## config.mk

```make
export PLATFORM = sky130hd
export DESIGN_NAME = irq_nest_ctrl
export DESIGN_NICKNAME = d
export VERILOG_FILES = /design/src/rtl/irq_nest_ctrl.sv
export SDC_FILE = /design/constraint.sdc
export NUM_CORES = 1
export LEC_CHECK = 0
export CORE_AREA = 2 2 60 62
export DETAILED_ROUTE_END_ITERATION = 8
export DIE_AREA = 0 0 62 64
export MAX_ROUTING_LAYER = met4
export PLACE_DENSITY = 0.9
export SYNTH_ARGS = -nofsm -noshare
export SYNTH_HDL_FRONTEND = slang
export SYNTH_SLANG_ARGS = --single-unit
```

## constraint.sdc

```tcl
create_clock -name clk -period 12 [get_ports clk]
set_clock_uncertainty 0.1 [all_clocks]
set_input_delay 2.4 -clock clk [delete_from_list [all_inputs] [get_ports clk]]
set_output_delay 2.4 -clock clk [all_outputs]
set_load 0.01 [all_outputs]
```

## src/rtl/irq_nest_ctrl.sv

```systemverilog
module irq_nest_ctrl (
  input  logic        clk,
  input  logic        rst_n,
  input  logic [1:0]  ext_pin_n,
  input  logic [1:0]  ext_edge_mode,
  input  logic [1:0]  tmr_ovf_set,
  input  logic        tmr2_flag,
  input  logic        ser_flag,
  input  logic [5:0]  src_en,
  input  logic        glb_en,
  input  logic [5:0]  prio_lo,
  input  logic [5:0]  prio_hi,
  input  logic        insn_end,
  input  logic        reti,
  output logic        irq_ack,
  output logic [15:0] irq_vec,
  output logic [1:0]  irq_lvl
);
  localparam int NSRC = 6;
  localparam int NLVL = 4;

  logic [1:0] sync1, sync2, pin_prev, edge_flg, tmr_flg;
  logic [NLVL-1:0] in_svc;

  logic       win_v, cur_v, take;
  logic [2:0] win_i;
  logic [1:0] win_l, cur_l;

  wire [1:0] fall    = pin_prev & ~sync2 & ext_edge_mode;
  wire [1:0] ext_req = (ext_edge_mode & edge_flg) | (~ext_edge_mode & ~sync2);
  wire [NSRC-1:0] req  = {tmr2_flag, ser_flag, tmr_flg[1], ext_req[1], tmr_flg[0], ext_req[0]};
  wire [NSRC-1:0] elig = req & src_en & {NSRC{glb_en}};

  always_comb begin
    win_v = 1'b0;
    win_i = '0;
    win_l = '0;
    for (int i = NSRC-1; i >= 0; i--) begin
      if (elig[i] && (!win_v || {prio_hi[i], prio_lo[i]} >= win_l)) begin
        win_v = 1'b1;
        win_i = 3'(i);
        win_l = {prio_hi[i], prio_lo[i]};
      end
    end
  end

  always_comb begin
    cur_v = 1'b0;
    cur_l = '0;
    for (int l = 0; l < NLVL; l++) begin
      if (in_svc[l]) begin
        cur_v = 1'b1;
        cur_l = 2'(l);
      end
    end
  end

  assign take = insn_end && win_v && (!cur_v || win_l > cur_l);

  wire [NLVL-1:0] pop_mask  = (reti && cur_v) ? (NLVL'(1) << cur_l) : '0;
  wire [NLVL-1:0] push_mask = take ? (NLVL'(1) << win_l) : '0;
  wire [1:0] ext_taken = {take && win_i == 3'd2, take && win_i == 3'd0};
  wire [1:0] tmr_taken = {take && win_i == 3'd3, take && win_i == 3'd1};

  always_ff @(posedge clk or negedge rst_n) begin
    if (!rst_n) begin
      sync1    <= 2'b11;
      sync2    <= 2'b11;
      pin_prev <= 2'b11;
      edge_flg <= '0;
      tmr_flg  <= '0;
      in_svc   <= '0;
      irq_ack  <= 1'b0;
      irq_vec  <= '0;
      irq_lvl  <= '0;
    end else begin
      sync1    <= ext_pin_n;
      sync2    <= sync1;
      pin_prev <= sync2;
      edge_flg <= fall | (edge_flg & ~ext_taken & ext_edge_mode);
      tmr_flg  <= tmr_ovf_set | (tmr_flg & ~tmr_taken);
      in_svc   <= (in_svc & ~pop_mask) | push_mask;
      irq_ack  <= take;
      if (take) begin
        irq_vec <= 16'h0003 + {10'd0, win_i, 3'b000};
        irq_lvl <= win_l;
      end
    end
  end
endmodule


```

# After elaboration in Yosys (flattened, before gate mapping)
# Cells that the tools add are included.
[totals]
elab_cells = 92
input_bits = 31
register_bits = 33
[op_classes]
n_addsub = 1
n_bitwise = 19
shifts = 2
muxes = 27
n_eq_ne = 3
n_reduce_logical = 25
n_lt_le_gt_ge = 6
[op_table]
columns = ["cell", "n"]
rows = [
  ["2-to-1 mux 3 bit", 6],
  ["2-to-1 mux 2 bit", 8],
  ["bitwise AND 2 bit", 7],
  ["bitwise AND 6 bit", 2],
  ["logical AND 1 bit", 12],
  ["2-to-1 mux 1 bit", 11],
  ["greater-or-equal comparator 2 bit", 5],
  ["2-to-1 mux 4 bit", 2],
  ["NOT 2 bit", 4],
  ["left shift 1 x 2 -> 4 bit, first input constant", 2],
  ["adder 2 x 6 -> 7 bit, first input constant", 1],
  ["equality test 3 x 2 -> 1 bit, second input constant", 2],
  ["logical NOT 1 bit", 6],
  ["logical OR 1 bit", 6],
  ["bitwise OR 2 bit", 3],
  ["bitwise AND 4 bit", 1],
  ["NOT 4 bit", 1],
  ["bitwise OR 4 bit", 1],
  ["equality test 3 x 1 -> 1 bit, second input constant", 1],
  ["logical NOT 3 bit", 1],
  ["> comparator 2 bit", 1],
]

# Longest topological paths before layout
# Gate-level depths: netlist of run 1.
[logic_depth]
ltp_word = 34
ltp_mapped = 41
ltp_nobuf = 40

# Worst setup path after synthesis of run 1
# Ideal clock, no wire load.
[synth_timing]
kind = "input to register"
start = "input port glb_en"
end = "register tmr_flg[0]"
stages = 41
t_arrival_ns = 9.359
n_path_buf = 1
setup_slack_ns = 2.420
cell_sequence = "buf_6 inv_1 nor3_1 ha_1 nand2b_1 a211oi_2 o22ai_1 and2_1 ha_1 nand2b_4 a211oi_2 nor2_2 a22o_2 ha_1 nand2b_1 a221oi_2 nor2_1 a221oi_4 [5 not listed] o22ai_1 a31oi_1 a21oi_1 ha_1 a21oi_1 a21bo_1 a21bo_2 o22ai_4 inv_1 ha_1 nor2b_1 o21ai_0 o41ai_1 o211ai_1 inv_1 o211ai_1 o21ai_0 nand2b_1"
[synth_via]
elab_chain_len = 29
[synth_lines]
columns = ["element", "line_no", "text"]
rows = [
  ["start: declaration", "10", "input logic glb_en,"],
  ["bitwise AND 6 bit *", "32", "wire [NSRC-1:0] elig = req & src_en & {NSRC{glb_en}};"],
  ["2-to-1 mux 2 bit / 2-to-1 mux 1 bit (equally long branches)", "39", "if (elig[i] && (!win_v || {prio_hi[i], prio_lo[i]} >= win_l)) begin"],
  ["greater-or-equal comparator 2 bit / logical NOT 1 bit (equally long branches)", "39", ""],
  ["logical OR 1 bit", "39", ""],
  ["logical AND 1 bit", "39", ""],
  ["2-to-1 mux 2 bit / 2-to-1 mux 1 bit (equally long branches)", "39", ""],
  ["greater-or-equal comparator 2 bit / logical NOT 1 bit (equally long branches)", "39", ""],
  ["logical OR 1 bit", "39", ""],
  ["[14 not listed]", "-", ""],
  ["via win_l[1]", "27", "logic [1:0] win_l, cur_l;"],
  ["> comparator 2 bit *", "58", "assign take = insn_end && win_v && (!cur_v || win_l > cur_l);"],
  ["logical OR 1 bit *", "58", ""],
  ["logical AND 1 bit *", "58", ""],
  ["via take", "25", "logic win_v, cur_v, take;"],
  ["logical AND 1 bit *", "63", "wire [1:0] tmr_taken = {take && win_i == 3'd3, take && win_i == 3'd1};"],
  ["NOT 2 bit *", "81", "tmr_flg <= tmr_ovf_set | (tmr_flg & ~tmr_taken);"],
  ["bitwise AND 2 bit *", "81", ""],
  ["bitwise OR 2 bit *", "81", ""],
  ["end signal: assignment", "81", ""],
  ["end: declaration", "22", "logic [1:0] sync1, sync2, pin_prev, edge_flg, tmr_flg;"],
]
# Mark *: on every way through the listed nets, which the timed path passes. The rest lies on a longest branch.
# A chain may end at the register's enable or synchronous reset.

# Final worst setup path of run 1
# Same ends and word-level chain as after synthesis.

==> flow_metrics.tcl, run 1 <==
set metrics [dict create \
    crit_path_max_incr_delay_ps 740 \
    power.leakage_nw 0.842 \
    critPathSlowestCell "clkdlybuf4s50_1" \
    slew_headroom_pct 39.8 \
    pwr-share-comb_pct 42.1 \
    path_class "in2reg" \
    ir_worst_vdd_mv 0.0711 \
    yosysSeqAreaShare_pct 33.9 \
    ctsResizeCount 0 \
    cts_buffers 3 \
    fin_cells 245 \
    syn_to_final_growth_pct 25.2 \
    finalCritPeriodShare_pct 91.1 \
    critPathMaxFanout 10 \
    yosys.area.top_type_share_pct 23.9 \
    postRouteAntennaNets 0 \
    clkTransAtPathRegs_ps 120 \
    post_cts_buffers 0 \
    yosys.cell_types.count 49 \
    cp.arrival_ps 11050 \
    p_int_uw 145 \
    rsz0062_at_grt "no" \
    async_flop_share_pct 100 \
    use_met1_pct 21.7 \
    drt_iter0_drc 52 \
    ys.flop_type "dfrtp_1" \
    grtUsageMet2_pct 27.9 \
    synth-seq-cells 21 \
    postCtsHoldBufs 0 \
    die_h_um 64 \
    grt_overflow 0 \
    clockPowerShare_pct 16.2 \
    yosys.area.top_type "dfrtp_1" \
    grt_usage_pct 17.7 \
    drive_above_1_share_pct 15.1 \
    place_area_um2 1940 \
    worstSkewPairLatency_ps 310 \
    tns_ps 0 \
    antenna_found_initial 0 \
    hold_violations 0 \
    cts_tree "done" \
    layout_min_cycle_time_ps 10930 \
    ctsRootBufferMaster "clkbuf_4" \
    die_area_um2 3970 \
    regArea_um2 533 \
    io_buffers 38 \
    avgRoutedWirePerCell_um 13.0 \
    initial_core_util_pct 47.9 \
    start_kind "input port" \
    fillCellCount 292 \
    rows 21 \
    max_freq_ghz 0.0915 \
    endpoint_kind "flip-flop" \
    place.gp.congestion 0.860 \
    die-width_um 62 \
    vias 1324 \
    nets 243 \
    synth_area_per_cell_um2 9.77 \
    diodes 0 \
    mostFrequentLayoutCell "clkdlybuf4s50_1" \
    mappedNetlistArea_um2 1570 \
    synth-edff-count 0 \
    dp_cells 241 \
    hold_path_class "reg2reg" \
    hpwl_mm 2.56 \
    tightest_slew_ps 901 \
    stdcell_area_um2 1970 \
    grt_max_degree 22 \
    yosys-top-cells-area "dfrtp_1 (24%), dfstp_2 (10%), ha_1 (9.5%)" \
    drv_slew 0 \
    whs_ps 263 \
    grt_pass1_wl_mm 5.30 \
    final_cell_mix "clkdlybuf4s50_1 (38), dfrtp_1 (15), nand2_1 (14)" \
    io_pins 50 \
    top_usage_layer "met2" \
    gr-usage-met3_pct 2.63 \
    power_switching_uw 75.2 \
    drt-pass1-iter-count 4 \
    cts_max_path_buffers 2 \
    cts_htree_levels 1 \
    drc 0 \
    crit_required_ps 12110 \
    status "completed" \
    multi_input_area_um2 916 \
    worst_path_most_repeated_cell "ha_1" \
    switching_share_pct 34.2 \
    yosysWarnings 0 \
    core_region_area_um2 3280 \
    via_per_inst 5.40 \
    grt_pass1_vias 1304 \
    sequentialPowerShare_pct 41.6 \
    maxCapViolations 0 \
    syn_inst 161 \
    wirelength_mm 3.20 \
    cts.sinks 21 \
    power.density_nw_per_um2 112 \
    setup_viol 0 \
]
## cells in the mapped netlist, types with 2 or more instances
library cell,number
o211ai_1,2
o22ai_1,5
nand2b_1,10
nor2_1,4
nor2_2,2
nand4_1,2
o41ai_1,2
a32o_1,2
a21boi_0,2
a31oi_1,2
ha_1,12
buf_4,14
dfstp_2,6
a21oi_1,4
dfrtp_1,15
inv_1,11
o21a_1,3
nand3_1,5
a21o_1,2
o32ai_2,2
a211oi_2,2
and2_1,2
o21ai_0,9
and3_1,2
nand2_1,14
nor3_1,2
## through the flow
step	util [%]	power [mW]	setup slack [ps]
2_1_floorplan	-	0.148	2420
6_report	60.0	0.220	1070
3_3_place_gp	59.0	0.183	1100
3_5_place_dp	59.0	0.186	810
4_1_cts	60.0	0.222	1130
5_1_grt	60.0	0.236	371
## sequential cells by signal (all words and copies together), names as in the netlist
name      cells
sync2         2
tmr_flg       2
irq_vec       4
sync1         2
irq_lvl       2
edge_flg      2
pin_prev      2
in_svc        4
irq_ack       1
## power groups by stage
stage          registers (mW)  logic, mW  clock network [mW]
2_1_floorplan          0.0958     0.0526                   0
3_3_place_gp           0.0927     0.0903                   0
3_5_place_dp           0.0926     0.0929                   0
4_1_cts                0.0918     0.0933              0.0374
5_1_grt                0.0932      0.103              0.0399
6_report               0.0917     0.0927              0.0357
## final timing paths
check	depth (start not counted)	slack (ps)	start	end
max reg2reg	31	5440	tmr_flg[1]$_DFF_PN0_	tmr_flg[0]$_DFF_PN0_
min reg2reg	0	260	sync1[1]$_DFF_PN1_	sync2[1]$_DFF_PN1_
max	41	1070	glb_en	tmr_flg[0]$_DFF_PN0_
max in group asynchronous	1	8770	rst_n	irq_vec[4]$_DFFE_PN0P_
min in group asynchronous	1	2480	rst_n	in_svc[3]$_DFF_PN0_
min	0	260	sync1[1]$_DFF_PN1_	sync2[1]$_DFF_PN1_
## area by class of cell
cell class	count	share of cell area [%]
Clock inverter	1	0.381
Timing Repair Buffer	39	19.7
Clock buffer	3	1.14
Multi-Input combinational cell	123	46.5
Tap cell	46	2.92
Inverter	12	2.29
Sequential cell	21	27.1
## worst max-delay path, delay by kind of cell
| kind | cells | cell delay (ps) |
|---|---|---|
| simple gates | 10 | 1510 |
| compound gates | 21 | 4450 |
| buf+inv | 4 | 1100 |
| fa+ha+maj | 6 | 1570 |
## cell families (layout without fill, tap and decap cells)
logic type | count (synthesis) | in the layout | synth area share [%]
adders and majority gates | 12 | 12 | 9.55
other | 1 | 11 | 0.238
DFF | 21 | 21 | 33.9
AOI/OAI and AO/OA | 48 | 48 | 26.8
and+or+nand+nor | 51 | 51 | 18.3
buffers and inverters | 27 | 55 | 10.3
muxes | 1 | 1 | 0.954
## routing by layer
layer	routed length (um)	share of wire, %
met3	136	4.3
met2	1600	50
met4	69	2.2
met1	1390	43
met5	0	0
Note: power is estimated with default switching activity, not from simulation.
==> run 2, diff against run 1 <==
--- a/config.mk
+++ b/config.mk
@@ -5,11 +5,13 @@
 export SDC_FILE = /design/constraint.sdc
 export NUM_CORES = 1
 export LEC_CHECK = 0
+export ABC_AREA = 1
 export CORE_AREA = 2 2 60 62
 export DETAILED_ROUTE_END_ITERATION = 8
 export DIE_AREA = 0 0 62 64
+export GPL_TIMING_DRIVEN = 0
 export MAX_ROUTING_LAYER = met4
-export PLACE_DENSITY = 0.9
+export PLACE_DENSITY = 0.91
 export SYNTH_ARGS = -nofsm -noshare
 export SYNTH_HDL_FRONTEND = slang
 export SYNTH_SLANG_ARGS = --single-unit
==> run 2 against run 1 <==
  * Global-route usage rose by 1.3 points
  * Core utilization grew 3.8 points
  * Fmax is 18% higher
  * Cell count up 31%
  * Die area stayed put
  * Largest power group unchanged
==> flow_metrics.tcl, run 2 <==
set metrics [dict create \
    vias 1527 \
    yosys-top-cells-area "dfrtp_1 (24%), nand2_1 (14%), nand3_1 (11%)" \
    cts_max_path_buffers 2 \
    critPathMaxFanout 10 \
    maxCapViolations 0 \
    yosysWarnings 0 \
    grt_overflow 0 \
    hpwl_mm 2.71 \
    whs_ps 263 \
    power.density_nw_per_um2 111 \
    endpoint_kind "flip-flop" \
    drt-pass1-iter-count 4 \
    place.gp.congestion 0.905 \
    dp_cells 318 \
    cts_htree_levels 1 \
    holdPathStages 0 \
    hold_violations 0 \
    postCtsHoldBufs 0 \
    io_pins 50 \
    cts_buffers 3 \
    worst_r2r_path_depth 36 \
    drv_slew 0 \
    regToRegStartpoint "tmr_flg[1]$_DFF_PN0_" \
    crit_path_max_incr_delay_ps 630 \
    cp.arrival_ps 9350 \
    avgRoutedWirePerCell_um 10.2 \
    drive_above_1_share_pct 12.7 \
    setup_viol 0 \
    stdcell_area_um2 2100 \
    final_cell_mix "nand2_1 (61), clkdlybuf4s50_1 (38), nand3_1 (36)" \
    rsz0062_at_grt "no" \
    diodes 0 \
    critPathLaunch "glb_en" \
    syn_to_final_growth_pct 31.5 \
    finalCritPeriodShare_pct 77.2 \
    yosys.area.top_type "dfrtp_1" \
    cts.sinks 21 \
    ys.flop_type "dfrtp_1" \
    start_kind "input port" \
    yosys.cell_types.count 27 \
    synth-seq-cells 21 \
    die_h_um 64 \
    die-width_um 62 \
    ir_worst_vdd_mv 0.126 \
    ctsResizeCount 0 \
    yosysMostFrequentCell "nand2_1" \
    synth_commonest_cells "nand2_1 (61), nand3_1 (36), inv_1 (31), dfrtp_1 (15)" \
    worst_path_most_repeated_cell "nand2_1" \
    crit_required_ps 12090 \
    antenna_found_initial 0 \
    worstSkewPairLatency_ps 300 \
    via_per_inst 4.74 \
    grt_usage_pct 19.0 \
    tightest_slew_ps 857 \
    cts_tree "done" \
    yosys.area.top_type_share_pct 23.5 \
    drc 0 \
    drt_iter0_drc 46 \
    power.leakage_nw 1.12 \
    critPathBufInv 10 \
    syn_inst 224 \
    grt_pass1_vias 1409 \
    rows 21 \
    max_freq_ghz 0.108 \
    die_area_um2 3970 \
    layout_min_cycle_time_ps 9260 \
    critPathSlowestCell "clkdlybuf4s50_1" \
    nets 320 \
    mostFrequentLayoutCell "nand2_1" \
    status "completed" \
    grt_max_degree 22 \
    wirelength_mm 3.28 \
    fin_cells 322 \
    tns_ps 0 \
    hold_path_class "reg2reg" \
    place_area_um2 2070 \
    post_cts_buffers 0 \
    mappedNetlistArea_um2 1590 \
    fillCellCount 292 \
    top_regs "in_svc: 4 flops, irq_vec: 4 flops" \
    slew_headroom_pct 42.7 \
    ctsRootBufferMaster "clkbuf_4" \
    min_from "sync1[0]$_DFF_PN1_" \
    power.total_uw 234 \
    grt_pass1_wl_mm 5.64 \
    io_buffers 38 \
    cpLargestDelayFamily "simple AND/OR/NAND/NOR gates" \
    path_class "in2reg" \
    core_region_area_um2 3280 \
    postRouteAntennaNets 0 \
    worst-path-stages 50 \
    initial_core_util_pct 48.5 \
    synth-edff-count 0 \
    synth_area_per_cell_um2 7.12 \
    clkTransAtPathRegs_ps 110 \
    async_flop_share_pct 100 \
    yosysSeqAreaShare_pct 33.4 \
]
run 2: cell types whose count changed in the layout (fill, tap and decap cells not counted), moves of 6 or more:
cell and delta:
buf_4 +11, nand3_1 +31, nor2_1 +6, inv_1 +20, nand2b_1 -10, nand2_1 +47
run 2: kinds of logic (layout without fill, tap and decap cells):
| family | Yosys count | after routing | synth area share (%) |
|---|---|---|---|
| AND/OR/NAND/NOR | 124 | 124 | 35.4 |
| buffers and inverters | 46 | 88 | 13.7 |
| flip-flops | 21 | 21 | 33.4 |
| AO/OA/AOI/OAI | 20 | 20 | 7.85 |
| adder cells (fa/ha/maj) | 12 | 12 | 9.42 |
| other | 1 | 11 | 0.235 |
run 2: layer usage:
metal | vias up | track usage (%) | part of all wire (%)
met1 | 687 | 24.2 | 44
li1 | 804 | - | -
met3 | 4 | 3.24 | 4.7
met4 | 0 | 3.99 | 1.1
met5 | - | - | 0
met2 | 32 | 31.1 | 50
run 2: path summary, 6_finish.rpt:
path	endpoint	slack [ps]
max	irq_vec[1]$_DFFE_PN0P_	2740
min	sync2[0]$_DFF_PN1_	260
max reg2reg	irq_vec[1]$_DFFE_PN0P_	6580
min reg2reg	sync2[0]$_DFF_PN1_	260
max in group asynchronous	irq_vec[3]$_DFFE_PN0P_	8790
min in group asynchronous	irq_lvl[1]$_DFFE_PN0P_	2480
run 2: power by group:
part / switching [mW] / leakage [nW] / internal (mW)
clock network: 0.0193 / 0.0150 / 0.0130
logic: 0.0566 / 0.863 / 0.0496
registers: 0.00838 / 0.246 / 0.0868
total: 0.0842 / 1.12 / 0.149
run 2: stage by stage:
stage          util [%]  setup slack (ps)
4_1_cts            63.8              2780
2_1_floorplan         -              4000
5_1_grt            63.8              1890
6_report           63.8              2740
3_3_place_gp       63.0              2600
3_5_place_dp       63.0              2530
run 2: worst reg2reg max path: cells and delay by family (launching register included):
kind            cells  cell delay (ps)
simple gates       19             2160
fa+ha+maj           4             1050
flops               1              390
buf+inv             7              630
compound gates      6              980
run 2: cell type report:
class	instances	area (um^2)	share of cell area, %
multi-input cells	167	881	42.0
well taps	46	57.6	2.75
repair buffers	38	380	18.1
flip-flops and latches	21	533	25.4
plain buffers	12	90.1	4.30
inverters	34	128	6.09
clock buffers	4	26.3	1.25
==> run 3, diff against run 2 <==
--- a/config.mk
+++ b/config.mk
@@ -6,12 +6,12 @@
 export NUM_CORES = 1
 export LEC_CHECK = 0
 export ABC_AREA = 1
-export CORE_AREA = 2 2 60 62
+export CORE_AREA = 2 2 65 67
 export DETAILED_ROUTE_END_ITERATION = 8
-export DIE_AREA = 0 0 62 64
+export DIE_AREA = 0 0 67 69
 export GPL_TIMING_DRIVEN = 0
 export MAX_ROUTING_LAYER = met4
-export PLACE_DENSITY = 0.91
+export PLACE_DENSITY = 0.82
 export SYNTH_ARGS = -nofsm -noshare
 export SYNTH_HDL_FRONTEND = slang
 export SYNTH_SLANG_ARGS = --single-unit
==> constraint.sdc (replaced) <==
create_clock -name clk -period 7.9 [get_ports clk]
set_clock_uncertainty 0.1 [all_clocks]
set_input_delay 1.58 -clock clk [delete_from_list [all_inputs] [get_ports clk]]
set_output_delay 1.58 -clock clk [all_outputs]
set_load 0.01 [all_outputs]
==> run 3 against run 2 <==
  * Clock power is 110% higher
  * Final area is 17% higher
  * Global-route usage is 2.0 points lower
  * Flip-flop and latch count stayed put
  * Die area is 17% higher
  * Sequential share of layout area is 3.7 points lower
  * Cell count is 7.8% higher
  * Clock-buffer cell count stayed put
==> flow_metrics.tcl, run 3 (synthesis results as in run 2) <==
set metrics [dict create \
    crit_path_max_incr_delay_ps 470 \
    mostFrequentLayoutCell "nand2_1" \
    cts_htree_levels 1 \
    diodes 0 \
    r2r-end "tmr_flg[1]$_DFF_PN0_" \
    min_from "sync1[0]$_DFF_PN1_" \
    worst_path_most_repeated_cell "nand2_2" \
    status "completed" \
    io_buffers 38 \
    power_switching_uw 149 \
    cts_tree "done" \
    maxCapViolations 0 \
    grt_max_degree 22 \
    nets 341 \
    slew_headroom_pct 39.8 \
    io_pins 50 \
    postCtsHoldBufs 0 \
    die_area_um2 4620 \
    worst_r2r_path_depth 36 \
    ctsRootBufferMaster "clkbuf_8" \
    cpLargestDelayFamily "simple AND/OR/NAND/NOR gates" \
    path_class "in2reg" \
    p_int_uw 269 \
    start_kind "input port" \
    clkTransAtPathRegs_ps 70 \
    cts_max_path_buffers 2 \
    drive_above_1_share_pct 30.6 \
    hold_path_class "reg2reg" \
    cp.arrival_ps 7570 \
    critPathBufInv 9 \
    regArea_um2 533 \
    ir_worst_vdd_mv 0.144 \
    sequentialPowerShare_pct 34.5 \
    regToRegStartpoint "tmr_flg[1]$_DFF_PN0_" \
    drv_slew 0 \
    worstSkewPairLatency_ps 260 \
    wirelength_mm 3.91 \
    syn_to_final_growth_pct 53.7 \
    r2r_slack_ps 3160 \
    dp_cells 322 \
    finalCritPeriodShare_pct 95.2 \
    core_region_area_um2 3910 \
    power.leakage_nw 1.27 \
    critPathMaxFanout 6 \
    multi_input_area_um2 1040 \
    initial_core_util_pct 40.7 \
    avgRoutedWirePerCell_um 11.3 \
    grt_pass1_wl_mm 6.07 \
    max_freq_ghz 0.133 \
    fillCellCount 328 \
    hpwl_mm 2.80 \
    hold_end "sync2[0]$_DFF_PN1_" \
    drc 0 \
    drt-pass1-iter-count 4 \
    die_h_um 69 \
    cts_buffers 3 \
    crit_required_ps 7950 \
    power.density_nw_per_um2 171 \
    rows 23 \
    holdPathStages 0 \
    setup_viol 0 \
    via_per_inst 4.70 \
    post-route-util_pct 62.6 \
    clockPowerShare_pct 16.5 \
    grt_overflow 0 \
    grt_pass1_vias 1451 \
    endpoint_kind "flip-flop" \
    die-width_um 67 \
    top_regs "in_svc: 4 flops, irq_vec: 4 flops" \
    drt_iter0_drc 59 \
    grt_usage_pct 16.9 \
    critPathSlowestCell "clkdlybuf4s50_1" \
    antenna_found_initial 0 \
    switching_share_pct 35.7 \
    final_cell_mix "nand2_1 (47), clkdlybuf4s50_1 (36), buf_4 (32)" \
    layout_min_cycle_time_ps 7520 \
    vias 1632 \
    fin_cells 347 \
    postRouteAntennaNets 0 \
    cts.sinks 21 \
    hold_violations 0 \
    pwr-share-comb_pct 49.0 \
    place.gp.congestion 0.838 \
    tightest_slew_ps 900 \
]
## run 3: routing by layer
metal	GRT usage [%]	wire (um)	vias up
met5	-	0	-
met2	28.6	1940	37
met4	3.40	22	0
met1	20.6	1730	750
li1	-	-	841
met3	3.59	223	4
## run 3: repair_timing
action	in CTS	in global routing
endpoints found under the hold margin	0	0
buffers inserted	9	12
resized for setup	9	40
pin swaps	8	29
endpoints found under the setup margin	15	15
## run 3: power groups by stage
stage          sequential, mW  clock [mW]  combinational [mW]
2_1_floorplan           0.151           0              0.0882
3_3_place_gp            0.146           0               0.157
3_5_place_dp            0.146           0               0.163
4_1_cts                 0.145      0.0710               0.181
5_1_grt                 0.147      0.0759               0.227
6_report                0.144      0.0689               0.205
## run 3: how the worst max path moves through the flow
stage / from / endpoint / cells after the start
global placement: glb_en / tmr_flg[1]$_DFF_PN0_ / 51
finish: tmr2_flag / tmr_flg[1]$_DFF_PN0_ / 49
floorplan: tmr2_flag / irq_vec[1]$_DFFE_PN0P_ / 49
CTS: src_en[5] / tmr_flg[1]$_DFF_PN0_ / 51
global route: tmr2_flag / tmr_flg[1]$_DFF_PN0_ / 50
detailed placement: glb_en / tmr_flg[1]$_DFF_PN0_ / 51
## run 3: layout make-up
class	instances	area share [%]
inverters	34	5.41
flip-flops and latches	21	21.8
clock buffers	4	1.84
well taps	50	2.55
plain buffers	12	3.68
repair buffers	59	22.2
multi-input cells	167	42.5
## run 3: worst reg2reg max path, delay by kind of cell, from the launching register on
kind	cells	cell delay [ps]
AND/OR/NAND/NOR	19	1680
adder cells (fa/ha/maj)	4	1030
AO/OA/AOI/OAI	7	950
buffers and inverters	6	510
flip-flops	1	380
## run 3: stage by stage
stage          cell area, um^2  setup slack [ps]  power [mW]  TNS, ps  hold slack (ps)
2_1_floorplan             1630               720       0.239        0              245
4_1_cts                   2210              9.65       0.397        0              257
6_report                  2450               382       0.418        0              257
5_1_grt                   2450             -27.9       0.450    -27.9              261
3_3_place_gp              2070              -798       0.303    -9360              246
3_5_place_dp              2070              -954       0.309   -11410              247
